`src/rtl/sexp_pkg.sv`:
```
package sexp_pkg;
  localparam logic [1:0] OP_G0  = 2'd0;
  localparam logic [1:0] OP_G1  = 2'd1;
  localparam logic [1:0] OP_G01 = 2'd2;
  localparam logic [1:0] OP_ACC = 2'd3;

  typedef enum logic [3:0] {
    ST_IDLE, ST_SGL_ISSUE, ST_SGL_WAIT, ST_POP, ST_SQ_ISSUE,
    ST_SQ_WAIT, ST_MUL_ISSUE, ST_MUL_WAIT, ST_NEXT, ST_DONE
  } seq_state_e;

  // pair = {e1 bit, e0 bit}
  function automatic logic [1:0] pair_to_op(input logic [1:0] pair);
    case (pair)
      2'b01:   return OP_G0;
      2'b10:   return OP_G1;
      default: return OP_G01;
    endcase
  endfunction
endpackage

```
`src/rtl/sexp_fifo.sv`:
```
module sexp_fifo #(
  parameter int WIDTH = 32,
  parameter int DEPTH = 8
) (
  input  logic             clk_i,
  input  logic             rst_ni,
  input  logic [WIDTH-1:0] din_i,
  input  logic             push_i,
  input  logic             pop_i,
  output logic [WIDTH-1:0] dout_o,
  output logic             empty_o,
  output logic             full_o,
  output logic             nopush_o
);
  localparam int AW = $clog2(DEPTH);
  localparam int CW = $clog2(DEPTH + 1);

  logic [WIDTH-1:0] mem_q [DEPTH];
  logic [AW-1:0]    wr_ptr_q, rd_ptr_q;
  logic [CW-1:0]    count_q;
  logic             nopush_q;
  logic             do_push, do_pop;

  assign full_o   = (count_q == CW'(DEPTH));
  assign empty_o  = (count_q == '0);
  assign do_push  = push_i & ~full_o;
  assign do_pop   = pop_i & ~empty_o;
  assign dout_o   = mem_q[rd_ptr_q];
  assign nopush_o = nopush_q;

  always_ff @(posedge clk_i) begin
    if (do_push) mem_q[wr_ptr_q] <= din_i;
  end

  always_ff @(posedge clk_i or negedge rst_ni) begin
    if (!rst_ni) begin
      wr_ptr_q <= '0;
      rd_ptr_q <= '0;
      count_q  <= '0;
      nopush_q <= 1'b0;
    end else begin
      nopush_q <= push_i & full_o;
      if (do_push) wr_ptr_q <= (wr_ptr_q == AW'(DEPTH-1)) ? '0 : wr_ptr_q + 1'b1;
      if (do_pop)  rd_ptr_q <= (rd_ptr_q == AW'(DEPTH-1)) ? '0 : rd_ptr_q + 1'b1;
      case ({do_push, do_pop})
        2'b10:   count_q <= count_q + 1'b1;
        2'b01:   count_q <= count_q - 1'b1;
        default: ;
      endcase
    end
  end
endmodule

```
`src/rtl/sexp_pair_shifter.sv`:
```
module sexp_pair_shifter #(
  parameter int SLICE_W = 16
) (
  input  logic                 clk_i,
  input  logic                 rst_ni,
  input  logic                 load_i,
  input  logic                 shift_i,
  input  logic [2*SLICE_W-1:0] din_i,
  output logic [1:0]           pair_o,
  output logic                 last_o
);
  localparam int CNT_W = $clog2(SLICE_W);

  logic [SLICE_W-1:0] e1_q, e0_q;
  logic [CNT_W-1:0]   cnt_q;

  assign pair_o = {e1_q[SLICE_W-1], e0_q[SLICE_W-1]};
  assign last_o = (cnt_q == CNT_W'(SLICE_W-1));

  always_ff @(posedge clk_i or negedge rst_ni) begin
    if (!rst_ni) begin
      e1_q  <= '0;
      e0_q  <= '0;
      cnt_q <= '0;
    end else if (load_i) begin
      e1_q  <= din_i[2*SLICE_W-1:SLICE_W];
      e0_q  <= din_i[SLICE_W-1:0];
      cnt_q <= '0;
    end else if (shift_i) begin
      e1_q  <= e1_q << 1;
      e0_q  <= e0_q << 1;
      cnt_q <= cnt_q + 1'b1;
    end
  end
endmodule

```
`src/rtl/sexp_ctrl.sv`:
```
module sexp_ctrl
  import sexp_pkg::*;
(
  input  logic       clk_i,
  input  logic       rst_ni,
  input  logic       start_i,
  input  logic       run_auto_i,
  input  logic [1:0] x_sel_i,
  input  logic [1:0] y_sel_i,
  input  logic [1:0] dest_sel_i,
  input  logic       fifo_empty_i,
  input  logic [1:0] pair_i,
  input  logic       last_i,
  input  logic       mul_done_i,
  output logic       fifo_pop_o,
  output logic       load_o,
  output logic       shift_o,
  output logic       mul_start_o,
  output logic [1:0] mul_x_o,
  output logic [1:0] mul_y_o,
  output logic [1:0] mul_dest_o,
  output logic       ready_o
);
  seq_state_e state_q, state_d;
  logic [1:0] x_q, x_d, y_q, y_d, d_q, d_d;

  always_comb begin
    state_d    = state_q;
    x_d        = x_q;
    y_d        = y_q;
    d_d        = d_q;
    fifo_pop_o = 1'b0;
    load_o     = 1'b0;
    shift_o    = 1'b0;
    case (state_q)
      ST_IDLE: if (start_i) begin
        if (run_auto_i) begin
          state_d = fifo_empty_i ? ST_DONE : ST_POP;
        end else begin
          x_d     = x_sel_i;
          y_d     = y_sel_i;
          d_d     = dest_sel_i;
          state_d = ST_SGL_ISSUE;
        end
      end
      ST_SGL_ISSUE: state_d = ST_SGL_WAIT;
      ST_SGL_WAIT:  if (mul_done_i) state_d = ST_DONE;
      ST_POP: begin
        fifo_pop_o = 1'b1;
        load_o     = 1'b1;
        x_d        = OP_ACC;
        y_d        = OP_ACC;
        d_d        = OP_ACC;
        state_d    = ST_SQ_ISSUE;
      end
      ST_SQ_ISSUE: state_d = ST_SQ_WAIT;
      ST_SQ_WAIT: if (mul_done_i) begin
        if (pair_i != 2'b00) begin
          y_d     = pair_to_op(pair_i);
          state_d = ST_MUL_ISSUE;
        end else begin
          state_d = ST_NEXT;
        end
      end
      ST_MUL_ISSUE: state_d = ST_MUL_WAIT;
      ST_MUL_WAIT:  if (mul_done_i) state_d = ST_NEXT;
      ST_NEXT: begin
        shift_o = 1'b1;
        if (last_i) begin
          state_d = fifo_empty_i ? ST_DONE : ST_POP;
        end else begin
          y_d     = OP_ACC;
          state_d = ST_SQ_ISSUE;
        end
      end
      ST_DONE: state_d = ST_IDLE;
      default: state_d = ST_IDLE;
    endcase
  end

  always_ff @(posedge clk_i or negedge rst_ni) begin
    if (!rst_ni) begin
      state_q <= ST_IDLE;
      x_q     <= '0;
      y_q     <= '0;
      d_q     <= '0;
    end else begin
      state_q <= state_d;
      x_q     <= x_d;
      y_q     <= y_d;
      d_q     <= d_d;
    end
  end

  assign mul_start_o = (state_q == ST_SGL_ISSUE) || (state_q == ST_SQ_ISSUE) ||
                       (state_q == ST_MUL_ISSUE);
  assign ready_o     = (state_q == ST_DONE);
  assign mul_x_o     = x_q;
  assign mul_y_o     = y_q;
  assign mul_dest_o  = d_q;
endmodule

```
`src/rtl/sexp_sequencer.sv`:
```
module sexp_sequencer #(
  parameter int SLICE_W    = 16,
  parameter int FIFO_DEPTH = 8
) (
  input  logic                 clk_i,
  input  logic                 rst_ni,
  input  logic [2*SLICE_W-1:0] fifo_din_i,
  input  logic                 fifo_push_i,
  output logic                 fifo_full_o,
  output logic                 fifo_nopush_o,
  input  logic                 start_i,
  input  logic                 run_auto_i,
  input  logic [1:0]           x_sel_i,
  input  logic [1:0]           y_sel_i,
  input  logic [1:0]           dest_sel_i,
  output logic                 ready_o,
  output logic                 mul_start_o,
  output logic [1:0]           mul_x_o,
  output logic [1:0]           mul_y_o,
  output logic [1:0]           mul_dest_o,
  input  logic                 mul_done_i
);
  localparam int ENTRY_W = 2 * SLICE_W;

  logic [ENTRY_W-1:0] head;
  logic               empty, pop, load, shift, last;
  logic [1:0]         pair;

  sexp_fifo #(.WIDTH(ENTRY_W), .DEPTH(FIFO_DEPTH)) u_fifo (
    .clk_i, .rst_ni,
    .din_i   (fifo_din_i),
    .push_i  (fifo_push_i),
    .pop_i   (pop),
    .dout_o  (head),
    .empty_o (empty),
    .full_o  (fifo_full_o),
    .nopush_o(fifo_nopush_o)
  );

  sexp_pair_shifter #(.SLICE_W(SLICE_W)) u_shift (
    .clk_i, .rst_ni,
    .load_i (load),
    .shift_i(shift),
    .din_i  (head),
    .pair_o (pair),
    .last_o (last)
  );

  sexp_ctrl u_ctrl (
    .clk_i, .rst_ni,
    .start_i, .run_auto_i, .x_sel_i, .y_sel_i, .dest_sel_i,
    .fifo_empty_i(empty),
    .pair_i      (pair),
    .last_i      (last),
    .mul_done_i,
    .fifo_pop_o  (pop),
    .load_o      (load),
    .shift_o     (shift),
    .mul_start_o, .mul_x_o, .mul_y_o, .mul_dest_o, .ready_o
  );
endmodule

```
`config.mk`:
```
export PLATFORM = sky130hd
export DESIGN_NAME = sexp_sequencer
export DESIGN_NICKNAME = d
export VERILOG_FILES = /design/src/rtl/sexp_pkg.sv /design/src/rtl/sexp_fifo.sv /design/src/rtl/sexp_pair_shifter.sv /design/src/rtl/sexp_ctrl.sv /design/src/rtl/sexp_sequencer.sv
export SDC_FILE = /design/constraint.sdc
export NUM_CORES = 1
export LEC_CHECK = 0
export ABC_AREA = 1
export BUFFER_PORTS_ARGS = -buffer_cell sky130_fd_sc_hd__buf_2
export CORE_AREA = 2 2 171 173
export DETAILED_ROUTE_END_ITERATION = 6
export DIE_AREA = 0 0 173 175
export PLACE_DENSITY = 0.77
export SLEW_MARGIN = 20
export SYNTH_ARGS = -nofsm -noshare
export SYNTH_HDL_FRONTEND = slang
export SYNTH_HIERARCHICAL = 1
export SYNTH_SLANG_ARGS = --single-unit
```
`constraint.sdc`:
```
create_clock -name clk_i -period 3.59 [get_ports clk_i]
set_input_delay 0.718 -clock clk_i [delete_from_list [all_inputs] [get_ports clk_i]]
set_output_delay 0.718 -clock clk_i [all_outputs]
set_load 0.03 [all_outputs]
```
==> results.sh <==
export IMPL_synth_top_area_share_pct=54.8
export IMPL_ys_warn_count=6
export IMPL_pre_cts_ws_ns=1.07
export IMPL_worst_pin_slew_ns=0.868
export IMPL_clockBufferDepth=3
export IMPL_ys_types=33
export IMPL_rows=62
export IMPL_p_seq_share_pct=40.7
export IMPL_netlist_instances=1502
export IMPL_fin_crit_sh_pct=69.0
export IMPL_io_pins=54
export IMPL_reg2regPathDepth=10
export IMPL_synth_edf_count=256
export IMPL_cell_internal_pwr_uw=8030
export IMPL_period_minus_slack_ns=2.48
export IMPL_rr_startpoint="u_fifo/count_q[1]"
export IMPL_grt_max_degree=118
export IMPL_timing_hold_ws_ns=0.222
export IMPL_synth_nets=1557
export IMPL_slew_viol_final=0
export IMPL_route_detailed_drc=0
export IMPL_cts_sinks=313
export IMPL_fin_tns_setup_ns=0
export IMPL_wl_per_cell_um=14.2
export IMPL_cts_resized=0
export IMPL_timing_final_ws_setup_ns=1.11
export IMPL_postCtsSetupRepairBufs=0
export IMPL_switchingPower_uw=4340
export IMPL_grtUsageTotal_pct=18.5
export IMPL_drive_gt1_share_pct=9.98
export IMPL_ys_seq_area_share_pct=64.9
export IMPL_rsz0062_at_grt="no"
export IMPL_crit_start="u_fifo/count_q[1]"
export IMPL_cts_tree="built"
export IMPL_hold_class="in -> async"
export IMPL_die_area_um2=30300
export IMPL_die_y_um=175
export IMPL_numCtsBuffers=34
export IMPL_max_freq_mhz=404
export IMPL_critPathCaptureType="flop"
export IMPL_grt_pass1_wl_mm=44.6
export IMPL_ys_ff_latch=313
export IMPL_insertion_delay_ns=0.52
export IMPL_fin_skew_ns=0.0236
export IMPL_cts_clk_slew_worst_paths_ns=0.06
export IMPL_antenna_left=0
export IMPL_p_sw_share_pct=35.1
export IMPL_rr_endpoint="u_fifo/count_q[3]"
export IMPL_antenna_found_initial=5
export IMPL_post_route_util_pct=55.6
export IMPL_hpwlAfterDp_mm=15.6
export IMPL_report_final_hold_viol_count=0
export IMPL_setup_viol=0
export IMPL_critPathLaunchType="flop"
export IMPL_slew_headroom_pct=42.2
export IMPL_yosysTopAreaCell="edfxtp_1"
export IMPL_overflow=0
export IMPL_hold_buffers=0
export IMPL_worstPathMaxFanout=14
export IMPL_gp_congestion=0.850
export IMPL_drtIter0Drc=697
export IMPL_viasPerCell=4.89
export IMPL_vias=9590
export IMPL_combPwrFrac_pct=30.5
export IMPL_grt_pass1_vias=9190
export IMPL_start_util_pct=49.4
export IMPL_yosysMostFrequentCell="nand2_1"
export IMPL_synthTopCellsByCount="572 x nand2_1, 274 x nor2_1, 256 x edfxtp_1"
export IMPL_status="finished clean"
export IMPL_firstDrtPassIters=5
export IMPL_ir_drop_mv=0.529
export IMPL_cp_arrival_ns=2.88
export IMPL_syn_avg_cell_area_um2=9.34
export IMPL_die_x_um=173
export IMPL_synth_ff_type="edfxtp_1"
export IMPL_clock_power_share_pct=28.9
export IMPL_worst_r2r_setup_slack_ns=1.11
export IMPL_synth_area_top_cells="edfxtp_1 55%, nand2_1 15%, dfrtp_1 10%, nor2_1 7.3%, inv_1 4.4%"
export IMPL_htreeDepth=2
export IMPL_syn_area_um2=14000
export IMPL_port_buffers=53
export IMPL_fin_nets=1602
export IMPL_drv_cap=0
export IMPL_coreArea_um2=28400
export IMPL_ys_async_sr_fraction_pct=18.2
export IMPL_leakagePower_uw=0.00703
export IMPL_area_growth_pct=12.5
export IMPL_path_class="reg -> reg"
export IMPL_power_density_nw_per_um2=784
export IMPL_worstPathRequired_ns=3.99
export IMPL_totalWireLength_mm=27.9
export IMPL_cts_root_buf="clkbuf_16"
-- placed cells by master, fill, tap and decap left out, types with 2 or more instances in the layout --
master      netlist  final
nand2_1         572    572
nor2_1          274    274
edfxtp_1        256    256
inv_1           166    166
dfrtp_1          57     55
buf_2            28     52
nand3_1          37     37
clkbuf_16         0     35
buf_4             8     19
ha_1             10     10
o21ai_0           9      9
nor3_2            0      8
clkbuf_1          8      7
nand2_2           7      7
a21oi_1           7      7
clkbuf_8          0      6
o21ai_1           6      6
nor2_2            5      5
diode_2           0      4
bufinv_16         0      4
inv_2             4      4
nor2_4            4      4
clkinv_1          0      3
clkinv_2          0      3
a22oi_1           3      3
clkinv_8          0      2
clkinvlp_4        0      2
or2_1             2      2
o211ai_1          2      2
-- through the flow --
| step | total power (uW) | instances | cell area (um2) |
|---|---|---|---|
| 3_3_place_gp | 8680 | 1895 | 14600 |
| 5_1_grt | 13200 | 1959 | 15800 |
| 2_1_floorplan | 8030 | 1502 | 14000 |
| 6_report | 12400 | 1961 | 15800 |
| 3_5_place_dp | 8860 | 1895 | 14600 |
| 4_1_cts | 12500 | 1957 | 15800 |
-- worst max-delay path by stage --
stage,to,slack (ns),depth (start not counted)
after global placement,u_fifo/count_q[3],1.11,9
after global routing,u_fifo/count_q[2],0.91,8
after CTS,u_fifo/count_q[3],1.13,10
final,u_fifo/count_q[3],1.11,10
after floorplan,u_fifo/mem_q[6][0],-0.05,3
after detailed placement,u_fifo/count_q[3],1.07,9
-- cell type report --
cell class	count	area, um2
Inverter	170	638
Tap cell	384	480
Timing Repair Buffer	72	423
Sequential cell	313	9120
Clock buffer	48	985
Multi-Input combinational cell	956	3940
Antenna cell	4	10.0
Clock inverter	14	194
Fill cell	2387	12600
-- power groups by stage --
stage / clock network, uW / logic, uW / registers, uW
2_1_floorplan: 0 / 3020 / 5010
3_3_place_gp: 0 / 3610 / 5060
3_5_place_dp: 0 / 3760 / 5100
4_1_cts: 3640 / 3790 / 5030
5_1_grt: 3810 / 4320 / 5110
6_report: 3570 / 3770 / 5030
-- kinds of logic after synthesis --
| group | share of synthesized area (%) |
|---|---|
| AND/OR/NAND/NOR | 25.3 |
| flip-flops | 64.9 |
| buffers and inverters | 7.31 |
| AO/OA/AOI/OAI | 1.28 |
| adder cells (fa/ha/maj) | 1.03 |
| XOR/XNOR | 0.125 |
-- critical path, cell delays in order (launching register included) --
cell and delay (ns):
dfrtp_1 0.42, nor2_1 0.17, nand3_1 0.16, nand2_1 0.48
ha_1 0.33, ha_1 0.28, or2_2 0.32, nand2_1 0.07
nand2_1 0.05, nand3_1 0.06, nand2_1 0.05
-- metal layers --
metal  vias up  global-route usage [%]  share of wire, %
met5         -                       0                 0
met4         0                    7.45               2.7
met3        56                    3.07               5.6
met2       241                    33.3                51
met1      4519                    22.1                41
li1       4774                       -                 -
-- state kept, by name, summed over array words and instances, names as in the netlist --
| register | cells |
|---|---|
| u_fifo/mem_q | 256 |
| u_fifo/wr_ptr_q | 3 |
| u_fifo/rd_ptr_q | 3 |
| u_shift/e1_q | 16 |
| u_ctrl/mul_y_o | 2 |
| u_fifo/count_q | 4 |
| u_fifo/nopush_o | 1 |
| u_ctrl/mul_x_o | 2 |
| u_ctrl/mul_dest_o | 2 |
| u_shift/cnt_q | 4 |
| u_ctrl/state_q | 4 |
| u_shift/e0_q | 16 |
Power figures use the tool's default switching activity.
